<file path="src/rtl/cmdring_pkg.sv">
package cmdring_pkg;
   localparam int BLK_BYTES = 20;
   localparam logic [31:0] IDLE_MASK  = 32'h0003_0001;
   localparam logic [31:0] IDLE_MATCH = 32'h0002_0000;

   typedef enum logic [0:0] {CR_RUN = 1'b0, CR_WAIT = 1'b1} cr_state_e;

   function automatic logic status_idle(input logic [31:0] st);
      return (st & IDLE_MASK) == IDLE_MATCH;
   endfunction
endpackage

</file>
<file path="src/rtl/cmdring_space.sv">
module cmdring_space #(
   parameter int RING_BYTES = 200,
   parameter int HIGH_MARK  = 60,
   parameter int OFF_W      = 8
) (
   input  logic [OFF_W-1:0] tail,
   input  logic [OFF_W-1:0] head,
   output logic [OFF_W-1:0] free_sp,
   output logic             low
);
   localparam logic [OFF_W-1:0] RING_L = OFF_W'(RING_BYTES);
   localparam logic [OFF_W-1:0] MARK_L = OFF_W'(HIGH_MARK);

   always_comb begin
      if (head > tail) free_sp = head - tail;
      else             free_sp = RING_L - (tail - head);
      low = free_sp < MARK_L;
   end
endmodule

</file>
<file path="src/rtl/cmdring_seq.sv">
module cmdring_seq
   import cmdring_pkg::*;
#(
   parameter int OFF_W   = 8,
   parameter int WRAP_W  = 8,
   parameter int TIMEOUT = 16
) (
   input  logic              clk,
   input  logic              rst_n,
   input  logic              blk_push,
   input  logic              flush_req,
   input  logic              sub_req,
   input  logic              sub_blocking,
   input  logic              idle,
   input  logic              low,
   output logic [OFF_W-1:0]  tail_q,
   output logic [WRAP_W-1:0] wrap_q,
   output logic              pend_q,
   output logic              flush_q,
   output logic [OFF_W-1:0]  flush_tail_q,
   output logic              wstart_q,
   output logic              rv_q,
   output logic              rb_q
);
   localparam int TMO_W = $clog2(TIMEOUT + 1);

   cr_state_e        st_q, st_n;
   logic [TMO_W-1:0] cnt_q, cnt_n;
   logic             pend_n, done, rv, rb, fl, ws;
   logic [OFF_W-1:0] tail_n;

   always_comb begin
      st_n   = st_q;
      cnt_n  = cnt_q;
      pend_n = pend_q;
      done   = 1'b0;
      rv     = 1'b0;
      rb     = 1'b0;
      fl     = 1'b0;
      ws     = 1'b0;
      case (st_q)
         CR_RUN: begin
            if (sub_req) begin
               if (!pend_q) rv = 1'b1;
               else if (idle) begin
                  done = 1'b1;
                  rv   = 1'b1;
               end else if (!sub_blocking) begin
                  rv = 1'b1;
                  rb = low;
               end else begin
                  st_n  = CR_WAIT;
                  cnt_n = '0;
               end
            end else if (flush_req && !pend_q) begin
               if (low) begin
                  ws     = 1'b1;
                  pend_n = 1'b1;
               end else fl = 1'b1;
            end
         end
         CR_WAIT: begin
            if (idle) begin
               done = 1'b1;
               rv   = 1'b1;
               st_n = CR_RUN;
            end else if (cnt_q == TMO_W'(TIMEOUT - 1)) begin
               rv   = 1'b1;
               rb   = 1'b1;
               st_n = CR_RUN;
            end else cnt_n = cnt_q + 1'b1;
         end
         default: st_n = CR_RUN;
      endcase
      if (done) pend_n = 1'b0;
      if (done)          tail_n = '0;
      else if (blk_push) tail_n = tail_q + OFF_W'(BLK_BYTES);
      else               tail_n = tail_q;
   end

   always_ff @(posedge clk) begin
      if (!rst_n) begin
         st_q         <= CR_RUN;
         cnt_q        <= '0;
         pend_q       <= 1'b0;
         tail_q       <= '0;
         wrap_q       <= '0;
         flush_q      <= 1'b0;
         flush_tail_q <= '0;
         wstart_q     <= 1'b0;
         rv_q         <= 1'b0;
         rb_q         <= 1'b0;
      end else begin
         st_q     <= st_n;
         cnt_q    <= cnt_n;
         pend_q   <= pend_n;
         tail_q   <= tail_n;
         flush_q  <= fl;
         wstart_q <= ws;
         rv_q     <= rv;
         rb_q     <= rb;
         if (fl)   flush_tail_q <= tail_q;
         if (done) wrap_q <= wrap_q + 1'b1;
      end
   end
endmodule

</file>
<file path="src/rtl/cmdring_age.sv">
module cmdring_age #(
   parameter int OFF_W  = 8,
   parameter int WRAP_W = 8,
   parameter int ADDR_W = 32
) (
   input  logic              clk,
   input  logic              rst_n,
   input  logic [OFF_W-1:0]  tail,
   input  logic [OFF_W-1:0]  rd_head,
   input  logic [WRAP_W-1:0] wrap_cnt,
   input  logic [ADDR_W-1:0] ring_base,
   input  logic              stamp_req,
   input  logic              stamp_disp,
   input  logic              chk_req,
   input  logic [WRAP_W-1:0] chk_wrap,
   input  logic [ADDR_W-1:0] chk_head,
   output logic              stamp_valid,
   output logic [ADDR_W-1:0] stamp_head,
   output logic [WRAP_W-1:0] stamp_wrap,
   output logic              chk_valid,
   output logic              chk_retired
);
   logic [ADDR_W-1:0] abs_tail, abs_head;
   logic              older;

   always_comb begin
      abs_tail = ring_base + ADDR_W'(tail);
      abs_head = ring_base + ADDR_W'(rd_head);
      older    = (chk_wrap < wrap_cnt) ||
                 ((chk_wrap == wrap_cnt) && (chk_head < abs_head));
   end

   always_ff @(posedge clk) begin
      if (!rst_n) begin
         stamp_valid <= 1'b0;
         stamp_head  <= '0;
         stamp_wrap  <= '0;
         chk_valid   <= 1'b0;
         chk_retired <= 1'b0;
      end else begin
         stamp_valid <= stamp_req;
         chk_valid   <= chk_req;
         if (stamp_req) begin
            stamp_head <= stamp_disp ? abs_tail : '0;
            stamp_wrap <= stamp_disp ? wrap_cnt : '0;
         end
         if (chk_req) chk_retired <= older;
      end
   end
endmodule

</file>
<file path="src/rtl/cmdring_wrap_ctl.sv">
module cmdring_wrap_ctl
   import cmdring_pkg::*;
#(
   parameter int  RING_BYTES = 200,
   parameter int  HIGH_MARK  = 60,
   parameter int  WRAP_W     = 8,
   parameter int  ADDR_W     = 32,
   parameter int  TIMEOUT    = 16,
   localparam int OFF_W      = $clog2(RING_BYTES + 1)
) (
   input  logic              clk,
   input  logic              rst_n,
   input  logic              blk_push,
   input  logic              flush_req,
   input  logic              sub_req,
   input  logic              sub_blocking,
   input  logic [OFF_W-1:0]  rd_head,
   input  logic [31:0]       eng_status,
   input  logic [ADDR_W-1:0] ring_base,
   input  logic              stamp_req,
   input  logic              stamp_disp,
   input  logic              chk_req,
   input  logic [WRAP_W-1:0] chk_wrap,
   input  logic [ADDR_W-1:0] chk_head,
   output logic [OFF_W-1:0]  tail_o,
   output logic [OFF_W-1:0]  free_o,
   output logic              idle_o,
   output logic              wrap_pend_o,
   output logic [WRAP_W-1:0] wrap_cnt_o,
   output logic              flush_o,
   output logic [OFF_W-1:0]  flush_tail_o,
   output logic              wrap_start_o,
   output logic              resp_valid_o,
   output logic              resp_busy_o,
   output logic              stamp_valid_o,
   output logic [ADDR_W-1:0] stamp_head_o,
   output logic [WRAP_W-1:0] stamp_wrap_o,
   output logic              chk_valid_o,
   output logic              chk_retired_o
);
   if (RING_BYTES % BLK_BYTES != 0) begin : g_bad_ring
      $error("RING_BYTES must be a whole number of command blocks");
   end
   if (HIGH_MARK < 1 || HIGH_MARK > RING_BYTES) begin : g_bad_mark
      $error("HIGH_MARK must lie within the ring");
   end
   if (TIMEOUT < 1) begin : g_bad_tmo
      $error("TIMEOUT must be at least one cycle");
   end
   if (ADDR_W < OFF_W) begin : g_bad_addr
      $error("ADDR_W must cover the ring offset");
   end

   logic low;

   assign idle_o = status_idle(eng_status);

   cmdring_space #(
      .RING_BYTES(RING_BYTES), .HIGH_MARK(HIGH_MARK), .OFF_W(OFF_W)
   ) i_space (
      .tail(tail_o), .head(rd_head), .free_sp(free_o), .low(low)
   );

   cmdring_seq #(
      .OFF_W(OFF_W), .WRAP_W(WRAP_W), .TIMEOUT(TIMEOUT)
   ) i_seq (
      .clk(clk), .rst_n(rst_n), .blk_push(blk_push), .flush_req(flush_req),
      .sub_req(sub_req), .sub_blocking(sub_blocking), .idle(idle_o), .low(low),
      .tail_q(tail_o), .wrap_q(wrap_cnt_o), .pend_q(wrap_pend_o),
      .flush_q(flush_o), .flush_tail_q(flush_tail_o), .wstart_q(wrap_start_o),
      .rv_q(resp_valid_o), .rb_q(resp_busy_o)
   );

   cmdring_age #(
      .OFF_W(OFF_W), .WRAP_W(WRAP_W), .ADDR_W(ADDR_W)
   ) i_age (
      .clk(clk), .rst_n(rst_n), .tail(tail_o), .rd_head(rd_head),
      .wrap_cnt(wrap_cnt_o), .ring_base(ring_base), .stamp_req(stamp_req),
      .stamp_disp(stamp_disp), .chk_req(chk_req), .chk_wrap(chk_wrap),
      .chk_head(chk_head), .stamp_valid(stamp_valid_o), .stamp_head(stamp_head_o),
      .stamp_wrap(stamp_wrap_o), .chk_valid(chk_valid_o), .chk_retired(chk_retired_o)
   );
endmodule

</file>
<file path="config.mk">
export PLATFORM = sky130hd
export DESIGN_NAME = cmdring_wrap_ctl
export DESIGN_NICKNAME = d
export VERILOG_FILES = /design/src/rtl/cmdring_pkg.sv /design/src/rtl/cmdring_space.sv /design/src/rtl/cmdring_seq.sv /design/src/rtl/cmdring_age.sv /design/src/rtl/cmdring_wrap_ctl.sv
export SDC_FILE = /design/constraint.sdc
export NUM_CORES = 1
export LEC_CHECK = 0
export CAP_MARGIN = 20
export CORE_UTILIZATION = 60
export CTS_BUF_LIST = sky130_fd_sc_hd__clkbuf_4
export DETAILED_ROUTE_END_ITERATION = 16
export DONT_BUFFER_PORTS = 1
export PLACE_DENSITY = 0.79
export RECOVER_POWER = 50
export REMOVE_ABC_BUFFERS = 1
export SLEW_MARGIN = 0
export SYNTH_ARGS = -nofsm -noshare
export SYNTH_HDL_FRONTEND = slang
export SYNTH_SLANG_ARGS = --single-unit
</file>
<file path="constraint.sdc">
create_clock -name clk -period 3.9 [get_ports clk]
set_input_delay 0.78 -clock clk [delete_from_list [all_inputs] [get_ports clk]]
set_output_delay 0.78 -clock clk [all_outputs]
set_load 0.02 [all_outputs]
</file>
Word-level counts from Yosys, hierarchy flattened
Cells that the tools add are included.
{"block": "op_classes", "n_addsub": 8, "order_cmp": 4, "muxes": 39, "bitwise": 4, "n_eq_ne": 9, "n_reduce_logical": 8}
{"cell": "32-bit by 8-bit adder with 32-bit output", "count": 2}
{"cell": "32-bit less-than comparator", "count": 1}
{"cell": "32-bit 2-to-1 mux", "count": 1}
{"cell": "5-bit 2-to-1 mux", "count": 6}
{"cell": "1-bit 2-to-1 mux", "count": 25}
{"cell": "8-bit 2-to-1 mux", "count": 2}
{"cell": "8-bit subtractor", "count": 2}
{"cell": "2-bit != test, second input constant", "count": 5}
{"cell": "5-bit case mux with 2 select lines", "count": 1}
{"cell": "8-bit by 1-bit adder with 8-bit output, second input constant", "count": 1}
{"cell": "8-bit by 5-bit adder with 8-bit output, second input constant", "count": 1}
{"cell": "8-bit equality test", "count": 1}
{"cell": "8-bit > comparator", "count": 1}
{"cell": "8-bit by 6-bit less-than comparator with 1-bit output, second input constant", "count": 1}
{"cell": "8-bit less-than comparator", "count": 1}
{"cell": "1-bit case mux with 2 select lines", "count": 4}
{"cell": "8-bit subtractor, first input constant", "count": 1}
{"cell": "6-bit AND reduction", "count": 1}
{"cell": "5-bit by 1-bit adder with 5-bit output, second input constant", "count": 1}
{"cell": "5-bit by 4-bit equality test with 1-bit output, second input constant", "count": 1}
{"cell": "1-bit NOT", "count": 4}
{"cell": "4-bit AND reduction", "count": 1}
{"cell": "4-bit OR reduction", "count": 1}
{"cell": "3-bit equality test, second input constant", "count": 1}
{"cell": "other kinds (5)", "count": 6}
{"block": "word_totals", "ff_bits": 78, "in_bits": 121, "out_inout_bits": 81, "word_cells": 87}

Longest topological paths before layout
{"block": "depth", "word_depth": 9, "mapped_depth": 19, "mapped_depth_nobuf": 18}

Hierarchy
A second synthesis with hierarchy kept.
{"block": "hier_totals", "cells_unflattened": 764, "hier_area_um2": 6221.0}
{"module": "cmdring_age", "cells_each": 496, "seq_area_each_um2": 860.8, "instances": 1, "area_per_inst_um2": 3942.5}
{"module": "cmdring_seq", "cells_each": 166, "seq_area_each_um2": 620.6, "instances": 1, "area_per_inst_um2": 1446.4}
{"module": "cmdring_space", "cells_each": 101, "seq_area_each_um2": 0.0, "instances": 1, "area_per_inst_um2": 819.5}
{"module": "cmdring_wrap_ctl", "cells_each": 1, "seq_area_each_um2": 0.0, "instances": 1, "area_per_inst_um2": 12.5}

Worst setup path before layout
OpenSTA, ideal clock, no wires.
{"block": "synth_path", "kind": "input to register", "from": "input rd_head[0]", "to": "register i_age.chk_retired", "required_ns": 3.776, "setup_time_ns": 0.124, "path_stages": 16, "path_slack_ns": 0.010, "path_buffers": 1, "arrival_ns": 3.766, "cell_sequence": "ha_1 > inv_1 > fa_1 > nor2b_1 > o21ai_0 > a21oi_1 > o21ai_0 > a211oi_1 > clkbuf_1 > nand3b_1 > xor2_1 > ha_1 > nand4_1 > or4_1 > a31oi_1 > o31ai_1"}
{"block": "synth_via", "elab_chain_cells": 4}
{"item": "start, declared", "line": "cmdring_wrap_ctl.sv:17", "text": "input logic [OFF_W-1:0] rd_head,"}
{"item": "32-bit by 8-bit adder with 32-bit output", "line": "cmdring_age.sv:28", "text": "abs_head = ring_base + ADDR_W'(rd_head);"}
{"item": "32-bit less-than comparator", "line": "cmdring_age.sv:30", "text": "((chk_wrap == wrap_cnt) && (chk_head < abs_head));"}
{"item": "1-bit logical AND", "line": "cmdring_age.sv:30"}
{"item": "1-bit logical OR", "line": "cmdring_age.sv:29", "text": "older = (chk_wrap < wrap_cnt) ||"}
{"item": "end signal, assigned", "line": "cmdring_age.sv:47", "text": "if (chk_req) chk_retired <= older;"}
{"item": "end, declared", "line": "cmdring_age.sv:21", "text": "output logic chk_retired"}
No other way between the ends.
A chain may end at the register's enable or synchronous reset.

Worst setup path in the final report
Ends and elaborated chain as after synthesis.

==> impl_metrics.tcl <==
set metrics [dict create \
    viasPerCell 5.99 \
    hold_path_end "i_seq.cnt_q[0]" \
    run_status "complete, no violations" \
    worst-setup-path-type "primary input to flip-flop" \
    grt_overflow 0 \
    yosys_most_used_dff "dfxtp_1" \
    cts.sink_count 74 \
    async_flop_share_pct 0 \
    grt_pass1_wl_um 24100 \
    numCtsBuffers 9 \
    min_from "rst_n" \
    cts_tree "built" \
    postSynthAreaPerCell_um2 8.22 \
    hold_buffers 0 \
    relSlewSlack_pct 43.5 \
    dr_total_vias 5280 \
    powerDensity_nw_per_um2 305 \
    synth_commonest_cells "dfxtp_1, ha_1, nand2_1" \
    final_max_slew_viol_count 0 \
    finalWorstPathRequiredPeriod_ns 3.72 \
    start_kind "primary input" \
    portBuffers 0 \
    die_area_um2 10400 \
    cap_violations 0 \
    ff2ff_path_depth 10 \
    hold_depth 1 \
    dpl_cell_area_um2 6250 \
    dp_hpwl_um 12100 \
    ys_warn_count 0 \
    cp_max_fo 7 \
    nets 941 \
    wl_um 15100 \
    whs_ns 0.475 \
    h-tree-depth 3 \
    setup_ws_ns 0.178 \
    syn_area_um2 6010 \
    insertion_delay_ns 0.42 \
    post_drt_wl_per_cell_um 17.1 \
    max_freq_mhz 269 \
    endpoint_kind "flip-flop" \
    leakage_nw 2.57 \
    hold_violations 0 \
    critical_path_required_ns 4.22 \
    area_delta_synth_final_pct 7.14 \
    gp_congestion 0.922 \
    setup_tns_ns 0 \
    hold_path_class "primary input to flip-flop" \
    dieHeight_um 102 \
    track_usage_pct 29.3 \
    synth_area_leader_cell "dfxtp_1" \
    clock-root-buffer "clkbuf_4" \
    synth_top_area_share_pct 24.6 \
    die_w_um 102 \
    synth-edff-count 0 \
    grt_pass1_vias 5345 \
    r2r_end "i_seq.flush_tail_q[7]" \
    dr.first_iter.drc_count 128 \
    r2r_start "i_seq.tail_q[7]" \
    drt_first_pass_iters 5 \
    layout-drive-gt1-share_pct 8.69 \
    antenna_cells 0 \
    final_cell_area_um2 6440 \
    ys_seq_area_share_pct 24.6 \
    worst_pin_slew_ns 0.839 \
    ant_nets 0 \
    finalPower_mw 1.97 \
    crit_arrival_ns 4.04 \
    rows 36 \
    grt_max_degree 46 \
    drc 0 \
    cts_setup_buffers 0 \
    ys_types 67 \
    synth_cells 731 \
    post-place-ws_ns -0.232 \
    r2r_slack_ns 0.76 \
    clk_path_buf_depth 2 \
    fin_worst_skew_ns 0.0173 \
    setup_viol 0 \
    ys_ff_latch 74 \
    yosysMostFrequentCell "dfxtp_1" \
    path_clk_slew_ns 0.14 \
    antenna_found_initial 0 \
    vdd_drop_max_uv 154 \
    initial_core_util_pct 61.8 \
    synth_area_leaders "dfxtp_1, ha_1, xnor2_1" \
    fin_crit_sh_pct 95.4 \
    core_area_um2 9730 \
    pin_count 202 \
]
==> power by group <==
group          switching, mW  leakage (nW)  internal (mW)
Sequential            0.0524         0.602          0.783
Clock                  0.294        0.0831          0.265
Combinational          0.324          1.89          0.248
Total                  0.671          2.57           1.30
==> cells in the final DEF (no fill, tap or decap), types with 3 or more instances in the layout <==
cell type,count
o21a_1,5
and3_1,5
o2bb2ai_1,6
o21bai_1,5
a21o_1,18
nand3b_1,3
o211ai_1,8
nand2b_1,17
mux2i_1,4
xor2_1,24
a21oi_1,25
buf_4,27
fa_1,5
inv_1,52
nor4_1,8
conb_1,4
a21boi_0,15
nor2b_1,17
dfxtp_1,73
nor2_1,32
clkbuf_4,9
nor4b_1,3
o22ai_1,4
a31oi_1,3
ha_1,72
and2_1,21
nand4_1,24
a211oi_1,5
or4_1,4
and2_0,3
or2_2,3
nand3_1,41
nor3_1,14
xnor2_1,46
nand2_1,57
o21ai_0,41
==> kinds of logic after synthesis <==
kind of cell	count (synthesis)	synth area share [%]
compound gates	153	17.5
xor+xnor	71	10.3
fa+ha+maj	77	16.6
buf+inv	81	5.54
flops	74	24.6
mux	4	0.666
other cells	1	0.0624
simple gates	270	24.6
==> critical path, cell delays in order <==
cell and delay [ns]:
ha_1 0.14, inv_1 0.05, fa_1 0.39, nor2b_1 0.13, o21ai_0 0.12, a21oi_1 0.24, o21ai_2 0.12, a211oi_2 0.25
buf_4 0.20, buf_4 0.15, nand4_1 0.11, xor2_1 0.17, ha_1 0.18, a21o_1 0.17, a21o_1 0.17, a21oi_1 0.13
o21ai_0 0.09, o2111ai_1 0.08, a211oi_1 0.10, o31ai_1 0.27
==> per-stage QoR <==
stage / utilization (%) / cells
after floorplan: - / 705
after global placement: 64.3 / 865
after detailed placement: 64.3 / 865
after CTS: 66.0 / 881
after global routing: 66.2 / 881
final: 66.2 / 881
==> worst max-delay path by stage <==
stage | start | end | slack, ns | cells after the start
floorplan | rd_head[0] | i_age.chk_retired | -0.26 | 15
global placement | rd_head[0] | i_age.chk_retired | -0.1 | 20
detailed placement | rd_head[0] | i_age.chk_retired | -0.23 | 20
CTS | i_seq.tail_q[3] | free_o[7] | 0.08 | 8
global route | rd_head[0] | i_age.chk_retired | -0.05 | 20
finish | rd_head[0] | i_age.chk_retired | 0.18 | 20
==> what timing repair did <==
action                                  4_1_cts  5_1_grt
endpoints found under the setup margin        0        3
endpoints found under the hold margin         0        0
resized for setup                             0        5
==> per-layer routing <==
| layer | GRT usage [%] | wire length (um) | vias up |
|---|---|---|---|
| li1 | - | - | 2593 |
| met1 | 31.4 | 5890 | 2438 |
| met2 | 51.5 | 7370 | 213 |
| met3 | 10.5 | 1340 | 36 |
| met4 | 13.3 | 465 | 0 |
| met5 | 0 | 0 | - |
==> final cells by class <==
cell class                      count  area (um^2)
Clock buffer                        9         67.6
Clock inverter                      7          101
Fill cell                         839         3290
Inverter                           52          195
Multi-Input combinational cell    579         4230
Sequential cell                    74         1480
Tap cell                          133          166
Timing Repair Buffer               27          203
==> registers in the layout (all words and copies together), names as in the netlist <==
register / count
i_seq.wrap_q: 8
i_seq.wstart_q: 1
i_seq.rb_q: 1
i_seq.pend_q: 1
i_age.chk_retired: 1
i_age.stamp_wrap: 8
i_seq.flush_tail_q: 6
i_age.stamp_valid: 1
i_seq.rv_q: 1
i_seq.st_q: 1
i_seq.cnt_q: 5
i_seq.tail_q: 6
i_age.stamp_head: 32
i_seq.flush_q: 1
i_age.chk_valid: 1
Note: power is estimated with default switching activity, not from simulation.
